===== config.mk =====
export PLATFORM = sky130hd
export DESIGN_NAME = reg_access_decoder
export DESIGN_NICKNAME = d
export VERILOG_FILES = /design/src/rtl/reg_dec_pkg.sv /design/src/rtl/dev_addr_match.sv /design/src/rtl/reg_ptr.sv /design/src/rtl/rd_mux.sv /design/src/rtl/reg_access_decoder.sv
export SDC_FILE = /design/constraint.sdc
export NUM_CORES = 1
export LEC_CHECK = 0
export ABC_AREA = 1
export BUFFER_PORTS_ARGS = -buffer_cell sky130_fd_sc_hd__buf_4
export CELL_PAD_IN_SITES_DETAIL_PLACEMENT = 0
export CELL_PAD_IN_SITES_GLOBAL_PLACEMENT = 1
export CORE_ASPECT_RATIO = 1.2
export CORE_MARGIN = 2
export CORE_UTILIZATION = 35
export CTS_BUF_LIST = sky130_fd_sc_hd__clkbuf_16
export CTS_CLUSTER_SIZE = 10
export DETAILED_ROUTE_END_ITERATION = 7
export GPL_ROUTABILITY_DRIVEN = 0
export PLACE_DENSITY = 0.86
export SLEW_MARGIN = 25
export SYNTH_ARGS = -nofsm -noshare
export SYNTH_HDL_FRONTEND = slang
export SYNTH_SLANG_ARGS = --single-unit

===== constraint.sdc =====
create_clock -name clk_i -period 2.12 [get_ports clk_i]
set_clock_uncertainty 0.15 [all_clocks]
set_input_delay 0.106 -clock clk_i [delete_from_list [all_inputs] [get_ports clk_i]]
set_output_delay 0.106 -clock clk_i [all_outputs]
set_load 0.005 [all_outputs]

===== src/rtl/reg_dec_pkg.sv =====
`timescale 1ns/1ps
package reg_dec_pkg;
  typedef enum logic [2:0] {
    ST_IDLE, ST_ADDR, ST_INSTR, ST_WDATA, ST_RDATA, ST_CMD, ST_DROP
  } dec_state_t;

  // pointer step: nonvolatile space wraps at 32, wiper space at 2**span_bits
  function automatic logic [4:0] ptr_step(input logic nv, input logic [4:0] p,
                                          input int span_bits);
    logic [4:0] mask;
    mask = 5'((1 << span_bits) - 1);
    return nv ? 5'(p + 5'd1) : (5'(p + 5'd1) & mask);
  endfunction
endpackage


===== src/rtl/dev_addr_match.sv =====
`timescale 1ns/1ps
module dev_addr_match #(
  parameter logic [4:0] DEV_ID = 5'b01011
) (
  input  logic [7:0] byte_i,
  input  logic [1:0] pins_i,
  output logic       hit_o,
  output logic       rd_o
);
  assign hit_o = (byte_i[7:3] == DEV_ID) && (byte_i[2:1] == pins_i);
  assign rd_o  = byte_i[0];
endmodule


===== src/rtl/reg_ptr.sv =====
`timescale 1ns/1ps
module reg_ptr #(
  parameter int SPAN_BITS = 3
) (
  input  logic       clk_i,
  input  logic       rst_ni,
  input  logic       load_i,
  input  logic       load_nv_i,
  input  logic [4:0] load_addr_i,
  input  logic       advance_i,
  output logic [4:0] ptr_o,
  output logic       nv_o
);
  import reg_dec_pkg::*;
  logic [4:0] ptr_q;
  logic       nv_q;

  always_ff @(posedge clk_i) begin
    if (!rst_ni) begin
      ptr_q <= '0;
      nv_q  <= 1'b0;
    end else if (load_i) begin
      ptr_q <= load_addr_i;
      nv_q  <= load_nv_i;
    end else if (advance_i) begin
      ptr_q <= ptr_step(nv_q, ptr_q, SPAN_BITS);
    end
  end

  assign ptr_o = ptr_q;
  assign nv_o  = nv_q;

  a_r4_wiper_wrap: assert property (@(posedge clk_i) disable iff (!rst_ni)
    (advance_i && !load_i && !nv_q && ptr_q == 5'((1 << SPAN_BITS) - 1)) |=> (ptr_q == 5'd0));
  a_r6_nv_wrap: assert property (@(posedge clk_i) disable iff (!rst_ni)
    (advance_i && !load_i && nv_q && ptr_q == 5'd31) |=> (ptr_q == 5'd0));
endmodule


===== src/rtl/rd_mux.sv =====
`timescale 1ns/1ps
module rd_mux #(
  parameter int          N_WIPER   = 4,
  parameter int          WIPER_W   = 8,
  parameter int          NV_DEPTH  = 16,
  parameter logic [63:0] TOL_BYTES = 64'h0
) (
  input  logic                         nv_i,
  input  logic [4:0]                   ptr_i,
  input  logic [N_WIPER*WIPER_W-1:0]   wipers_i,
  input  logic [7:0]                   nv_rdata_i,
  output logic [7:0]                   data_o
);
  localparam int         WSEL = (N_WIPER > 1) ? $clog2(N_WIPER) : 1;
  localparam logic [4:0] NW   = 5'(N_WIPER);
  localparam logic [4:0] NVD  = 5'(NV_DEPTH);

  logic [WSEL-1:0]    sel;
  logic [WIPER_W-1:0] wsel_val;

  assign sel      = ptr_i[WSEL-1:0];
  assign wsel_val = wipers_i[sel*WIPER_W +: WIPER_W];

  always_comb begin
    data_o = 8'h00;
    if (nv_i) begin
      if (ptr_i[4:3] == 2'b11) data_o = TOL_BYTES[{ptr_i[2:0], 3'b000} +: 8];
      else if (ptr_i < NVD)    data_o = nv_rdata_i;
    end else if (ptr_i < NW) begin
      data_o = 8'(wsel_val);
    end
  end
endmodule


===== src/rtl/reg_access_decoder.sv =====
`timescale 1ns/1ps
module reg_access_decoder #(
  parameter logic [4:0]  DEV_ID    = 5'b01011,
  parameter int          N_WIPER   = 4,
  parameter int          WIPER_W   = 8,
  parameter int          SPAN_BITS = 3,
  parameter int          NV_DEPTH  = 16,
  parameter int          NV_AW     = $clog2(NV_DEPTH),
  parameter logic [63:0] TOL_BYTES = 64'h7F00_A233_0180_0F1C
) (
  input  logic                       clk_i,
  input  logic                       rst_ni,
  input  logic [1:0]                 addr_pins_i,
  input  logic                       wp_n_i,
  input  logic                       start_i,
  input  logic                       stop_i,
  input  logic                       byte_valid_i,
  input  logic [7:0]                 byte_i,
  output logic                       ack_valid_o,
  output logic                       ack_o,
  input  logic                       rd_ack_i,
  output logic [7:0]                 tx_byte_o,
  output logic                       cmd_valid_o,
  output logic [7:0]                 cmd_byte_o,
  input  logic                       nv_busy_i,
  output logic                       nv_wr_o,
  output logic [NV_AW-1:0]           nv_addr_o,
  output logic [7:0]                 nv_wdata_o,
  input  logic [7:0]                 nv_rdata_i,
  output logic [N_WIPER*WIPER_W-1:0] wiper_o
);
  import reg_dec_pkg::*;
  localparam logic [4:0]         NW   = 5'(N_WIPER);
  localparam logic [4:0]         NVD  = 5'(NV_DEPTH);
  localparam logic [WIPER_W-1:0] MIDV = WIPER_W'(1 << (WIPER_W - 1));

  dec_state_t state_q, state_d;
  logic addr_hit, addr_rd;
  logic [4:0] ptr;
  logic ptr_nv;
  logic ack_valid_q, ack_q, ack_d, cmd_valid_q;
  logic [7:0] cmd_byte_q;
  logic [N_WIPER*WIPER_W-1:0] wiper_q;

  // named internal events
  logic ev_addr, ev_accept, ev_instr, ev_wdata, ev_rdata, ev_load, wiper_wr;
  assign ev_addr   = byte_valid_i && state_q == ST_ADDR;
  assign ev_accept = ev_addr && addr_hit && !nv_busy_i;
  assign ev_instr  = byte_valid_i && state_q == ST_INSTR;
  assign ev_wdata  = byte_valid_i && state_q == ST_WDATA;
  assign ev_rdata  = rd_ack_i && state_q == ST_RDATA;
  assign ev_load   = ev_instr && !byte_i[7];
  assign wiper_wr  = ev_wdata && !ptr_nv && wp_n_i && (ptr < NW);

  dev_addr_match #(.DEV_ID(DEV_ID)) u_match (
    .byte_i(byte_i), .pins_i(addr_pins_i), .hit_o(addr_hit), .rd_o(addr_rd));

  reg_ptr #(.SPAN_BITS(SPAN_BITS)) u_ptr (
    .clk_i(clk_i), .rst_ni(rst_ni), .load_i(ev_load), .load_nv_i(byte_i[5]),
    .load_addr_i(byte_i[4:0]), .advance_i(ev_wdata || ev_rdata),
    .ptr_o(ptr), .nv_o(ptr_nv));

  rd_mux #(.N_WIPER(N_WIPER), .WIPER_W(WIPER_W), .NV_DEPTH(NV_DEPTH),
           .TOL_BYTES(TOL_BYTES)) u_rd (
    .nv_i(ptr_nv), .ptr_i(ptr), .wipers_i(wiper_q), .nv_rdata_i(nv_rdata_i),
    .data_o(tx_byte_o));

  always_comb begin
    state_d = state_q;
    if (start_i) state_d = ST_ADDR;
    else if (stop_i) state_d = ST_IDLE;
    else if (byte_valid_i) begin
      case (state_q)
        ST_ADDR:  state_d = ev_accept ? (addr_rd ? ST_RDATA : ST_INSTR) : ST_DROP;
        ST_INSTR: state_d = byte_i[7] ? ST_CMD : ST_WDATA;
        default:  state_d = state_q;
      endcase
    end
  end

  always_comb begin
    case (state_q)
      ST_ADDR:                    ack_d = addr_hit && !nv_busy_i;
      ST_INSTR, ST_WDATA, ST_CMD: ack_d = 1'b1;
      default:                    ack_d = 1'b0;
    endcase
  end

  always_ff @(posedge clk_i) begin
    if (!rst_ni) begin
      state_q     <= ST_IDLE;
      ack_valid_q <= 1'b0;
      ack_q       <= 1'b0;
      cmd_valid_q <= 1'b0;
      cmd_byte_q  <= 8'h00;
    end else begin
      state_q     <= state_d;
      ack_valid_q <= byte_valid_i;
      ack_q       <= byte_valid_i && ack_d;
      cmd_valid_q <= ev_instr && byte_i[7];
      if (ev_instr && byte_i[7]) cmd_byte_q <= byte_i;
    end
  end

  for (genvar gi = 0; gi < N_WIPER; gi++) begin : g_wiper
    always_ff @(posedge clk_i) begin
      if (!rst_ni) wiper_q[gi*WIPER_W +: WIPER_W] <= MIDV;
      else if (wiper_wr && ptr == 5'(gi))
        wiper_q[gi*WIPER_W +: WIPER_W] <= byte_i[WIPER_W-1:0];
    end
  end

  assign ack_valid_o = ack_valid_q;
  assign ack_o       = ack_q;
  assign cmd_valid_o = cmd_valid_q;
  assign cmd_byte_o  = cmd_byte_q;
  assign nv_wr_o     = ev_wdata && ptr_nv && wp_n_i && (ptr < NVD);
  assign nv_addr_o   = ptr[NV_AW-1:0];
  assign nv_wdata_o  = byte_i;
  assign wiper_o     = wiper_q;

  a_r12_ack_follows_byte: assert property (@(posedge clk_i) disable iff (!rst_ni)
    ack_valid_o |-> $past(byte_valid_i));
  a_r2_busy_nack: assert property (@(posedge clk_i) disable iff (!rst_ni)
    (ev_addr && !start_i && nv_busy_i) |=> (ack_valid_o && !ack_o));
  a_r1_mismatch_nack: assert property (@(posedge clk_i) disable iff (!rst_ni)
    (ev_addr && !addr_hit) |=> !ack_o);
  a_r10_wp_hold: assert property (@(posedge clk_i) disable iff (!rst_ni)
    !wp_n_i |=> $stable(wiper_o));
  a_r5_reserved_zero: assert property (@(posedge clk_i) disable iff (!rst_ni)
    (!ptr_nv && ptr >= NW) |-> (tx_byte_o == 8'h00));
endmodule


==> impl_metrics.csv <==
group,metric,value,unit
outcome,status,"finished, final reports clean",
synthesis,synth_top_area_cell,"dfxtp_1",
job,cap_violations,0,
setup_path,cp.required,1860,ps
hold_path,min_delay_worst_endpoint,"u_ptr.nv_o$_SDFFE_PN0P_",
setup_path,critical_path.top_delay_family,"simple AND/OR/NAND/NOR gates",
final_layout,antenna-diode-count,0,
setup_path,rrSetupSlack,270,ps
setup_path,worstPathCellList,"nor2_2, nand2_2, nor2_4, nand3_1, o211ai_1, buf_4",
synthesis,synth.avg_cell_area,6.57,µm²
timing,max_freq,503,MHz
setup_path,path_max_fanout,12,
power,ir_drop,0.366,mV
global_route,grt_pass1_wl,13.6,mm
cts,cts_sinks,52,
timing,setup_tns,0,ps
floorplan,fp-row-count,36,
synthesis,synth_nets,485,
timing,relSlewSlack,0.654,
cts,htreeDepth,2,
setup_path,rr_startpoint,"state_q[0]$_SDFFE_PN0P_",
synthesis,syn_inst,454,
setup_path,worst-endpoint-arrival,1730,ps
setup_path,end_kind,"output pin",
floorplan,core,8200,µm²
final_layout,multi_input_area,1490,µm²
placed_design,io_buffer_count,89,
placed_design,place_area,3620,µm²
setup_path,reg2reg_depth,8,
synthesis,netlist_area,2980,µm²
final_layout,synthToLayoutAreaGrowth,27.9,%
floorplan,fp.dieH,105,µm
power,finalPower,0.00199,W
setup_path,startpoint_type,"register",
cts,cts_tree,"yes",
setup_path,cpMaxStageDelayCell,"nor2_4",
timing,worstMarginPinSlew,518,ps
route,drc,0,
setup_path,cp_num_buf_inv,1,
final_layout,fin_area,3810,µm²
route,postRouteAntennaNets,0,
cts,insertion_delay,290,ps
floorplan,io_pins,90,
route,drt_wl_total,8.59,mm
global_route,grt-ovfl-total,0,
placed_design,place_hpwl,6.19,mm
synthesis,synth_top_area_frac,0.349,
global_route,grt_pass1_vias,2610,
route,dr.pass1.iters,4,
setup_path,worst_r2r_endpoint,"state_q[0]$_SDFFE_PN0P_",
hold_path,hold_path_class,"in2reg",
cts,clockRootBuffer,"clkbuf_16",
setup_path,max_stage_delay,380,ps
timing,grt_setup_unrepaired,"no",
final_layout,post-route-util,0.465,
global_route,grt_start_max_net_pins,38,
route,vias,2953,
final_layout,nFillCells,869,
final_layout,drive_gt1_frac,0.229,
power,p_per_area,523,nW/µm²
timing,finalSetupViolCount,0,
global_route,antenna_found_initial,0,
synthesis,synth-seq-cells,52,
synthesis,synth_warnings,0,
floorplan,die_x,88.3,µm
setup_path,crit_path_start,"u_ptr.ptr_o[3]$_SDFFE_PN0P_",
synthesis,ys_top_cells_by_area,"dfxtp_1 (35%), nand2_1 (14%), nor2_1 (10%)",
route,detail_route.vias_per_cell,4.57,
cts,clk_path_buf_depth,2,
global_route,grt_use_total,0.190,
synthesis,ys_types,32,
setup_path,worstSetupPathType,"reg2out",
cts,clk_pin_slew_worst_paths,70,ps
hold_path,whs_path_depth,3,
final_layout,layout_common_cells,"nand2_1 (115), buf_4 (96), nor2_1 (81)",
timing,final-max-slew-violation-count,0,
route,dr.first_iter.drc_count,131,
hold_path,hold_start,"byte_i[5]",
floorplan,die-area,9280,µm²
cts,numCtsBuffers,5,
power,p_leak,1.95,nW
final_layout,mostFrequentLayoutCell,"nand2_1",
route,wire_per_inst,13.3,µm
timing,timing.final.crit_share,0.939,
timing,finalHoldViolations,0,
final_layout,final_nets,563,
final_layout,regArea,1040,µm²
synthesis,yosysSeqAreaShare,0.349,
timing,fin_hold_ws,0.0536,ps
timing,min_period,1990,ps
floorplan,start_util,0.364,
-- worst register-to-register path: stages, from the launching register on --
cell and delay (ps):
dfxtp_1 490, nand2_1 90, nor2_1 140, nand2_1 80, nand2_1 60, a21oi_1 60
o21bai_1 100, dlygate4sd3_1 550, inv_1 40
-- Yosys cell counts --
cell      count
nor2_4        1
clkbuf_1      7
nor2_1       81
o22ai_1       1
inv_2         2
xor2_1        3
o211ai_1      3
nor2_8        1
nand3_4       4
o211ai_2      2
clkbuf_8      1
inv_1        56
dfxtp_1      52
nor4_1        1
nand2_1     115
ha_1          5
buf_4        12
o21ai_1       1
o21ai_0      35
nor3_1        1
a21oi_1      27
buf_2         3
nand3_1      21
o21bai_1      1
buf_6         7
or2_2         1
clkinv_1      1
inv_4         1
nand2_2       5
nand4_4       1
nor2_2        1
a31oi_1       1
-- stage by stage --
stage | setup slack [ps] | std cells
final | 130 | 646
after global routing | 48.3 | 646
after CTS | 118 | 646
after detailed placement | 319 | 634
after global placement | 375 | 634
after floorplan | 188 | 454
-- area by class of cell --
| type | instances | area share |
|---|---|---|
| clock buffer | 5 | 0.0328 |
| clock inverter | 2 | 0.00427 |
| sequential | 52 | 0.273 |
| inverter | 60 | 0.0597 |
| multi-input combinational | 312 | 0.391 |
| tap | 114 | 0.0374 |
| timing repair buffer | 101 | 0.202 |
-- routing by layer --
| metal | global-route usage | wire (µm) | vias up | share of wire |
|---|---|---|---|---|
| met5 | 0 | 0 | - | 0 |
| met2 | 0.301 | 4050 | 78 | 0.47 |
| met4 | 0.0584 | 170 | 0 | 0.020 |
| li1 | - | - | 1550 | - |
| met3 | 0.0308 | 396 | 13 | 0.046 |
| met1 | 0.260 | 3970 | 1312 | 0.46 |
-- worst max-delay path by stage --
stage                                            end  slack (ps)  cells after the start
final                                   tx_byte_o[5]         130                      6
after global routing                    tx_byte_o[0]          50                      7
after detailed placement  cmd_byte_o[0]$_SDFFE_PN0P_         320                      5
after CTS                               tx_byte_o[5]         120                      6
after global placement    cmd_byte_o[1]$_SDFFE_PN0P_         380                      6
after floorplan                         tx_byte_o[0]         190                      8
-- kinds of logic (layout without fill, tap and decap cells) --
family / Yosys count / count (layout) / share of synthesized area
AOI/OAI and AO/OA: 71 / 71 / 0.128
xor gates and xnor gates: 3 / 3 / 0.00881
adders and majority gates: 5 / 5 / 0.0210
buffers and inverters: 90 / 168 / 0.151
DFF: 52 / 52 / 0.349
and+or+nand+nor: 233 / 233 / 0.341
-- what timing repair did --
item,CTS,global route
resized for setup,0,0
endpoints found under the hold margin,13,0
hold buffers,5,0
buffers inserted,0,0
-- registers in the layout, summed over array words and instances, names as in the netlist --
name         count
wiper_o         32
cmd_byte_o       8
u_ptr.ptr_o      5
state_q          3
ack_o            1
ack_valid_o      1
cmd_valid_o      1
u_ptr.nv_o       1
-- power by group --
group	internal [W]	switching (W)	total, W
Combinational	0.0000814	0.000110	0.000192
Clock	0.000436	0.000377	0.000813
Sequential	0.000982	0.00000673	0.000989
Total	0.00150	0.000494	0.00199
No activity file was read; power rests on OpenSTA's default activity.
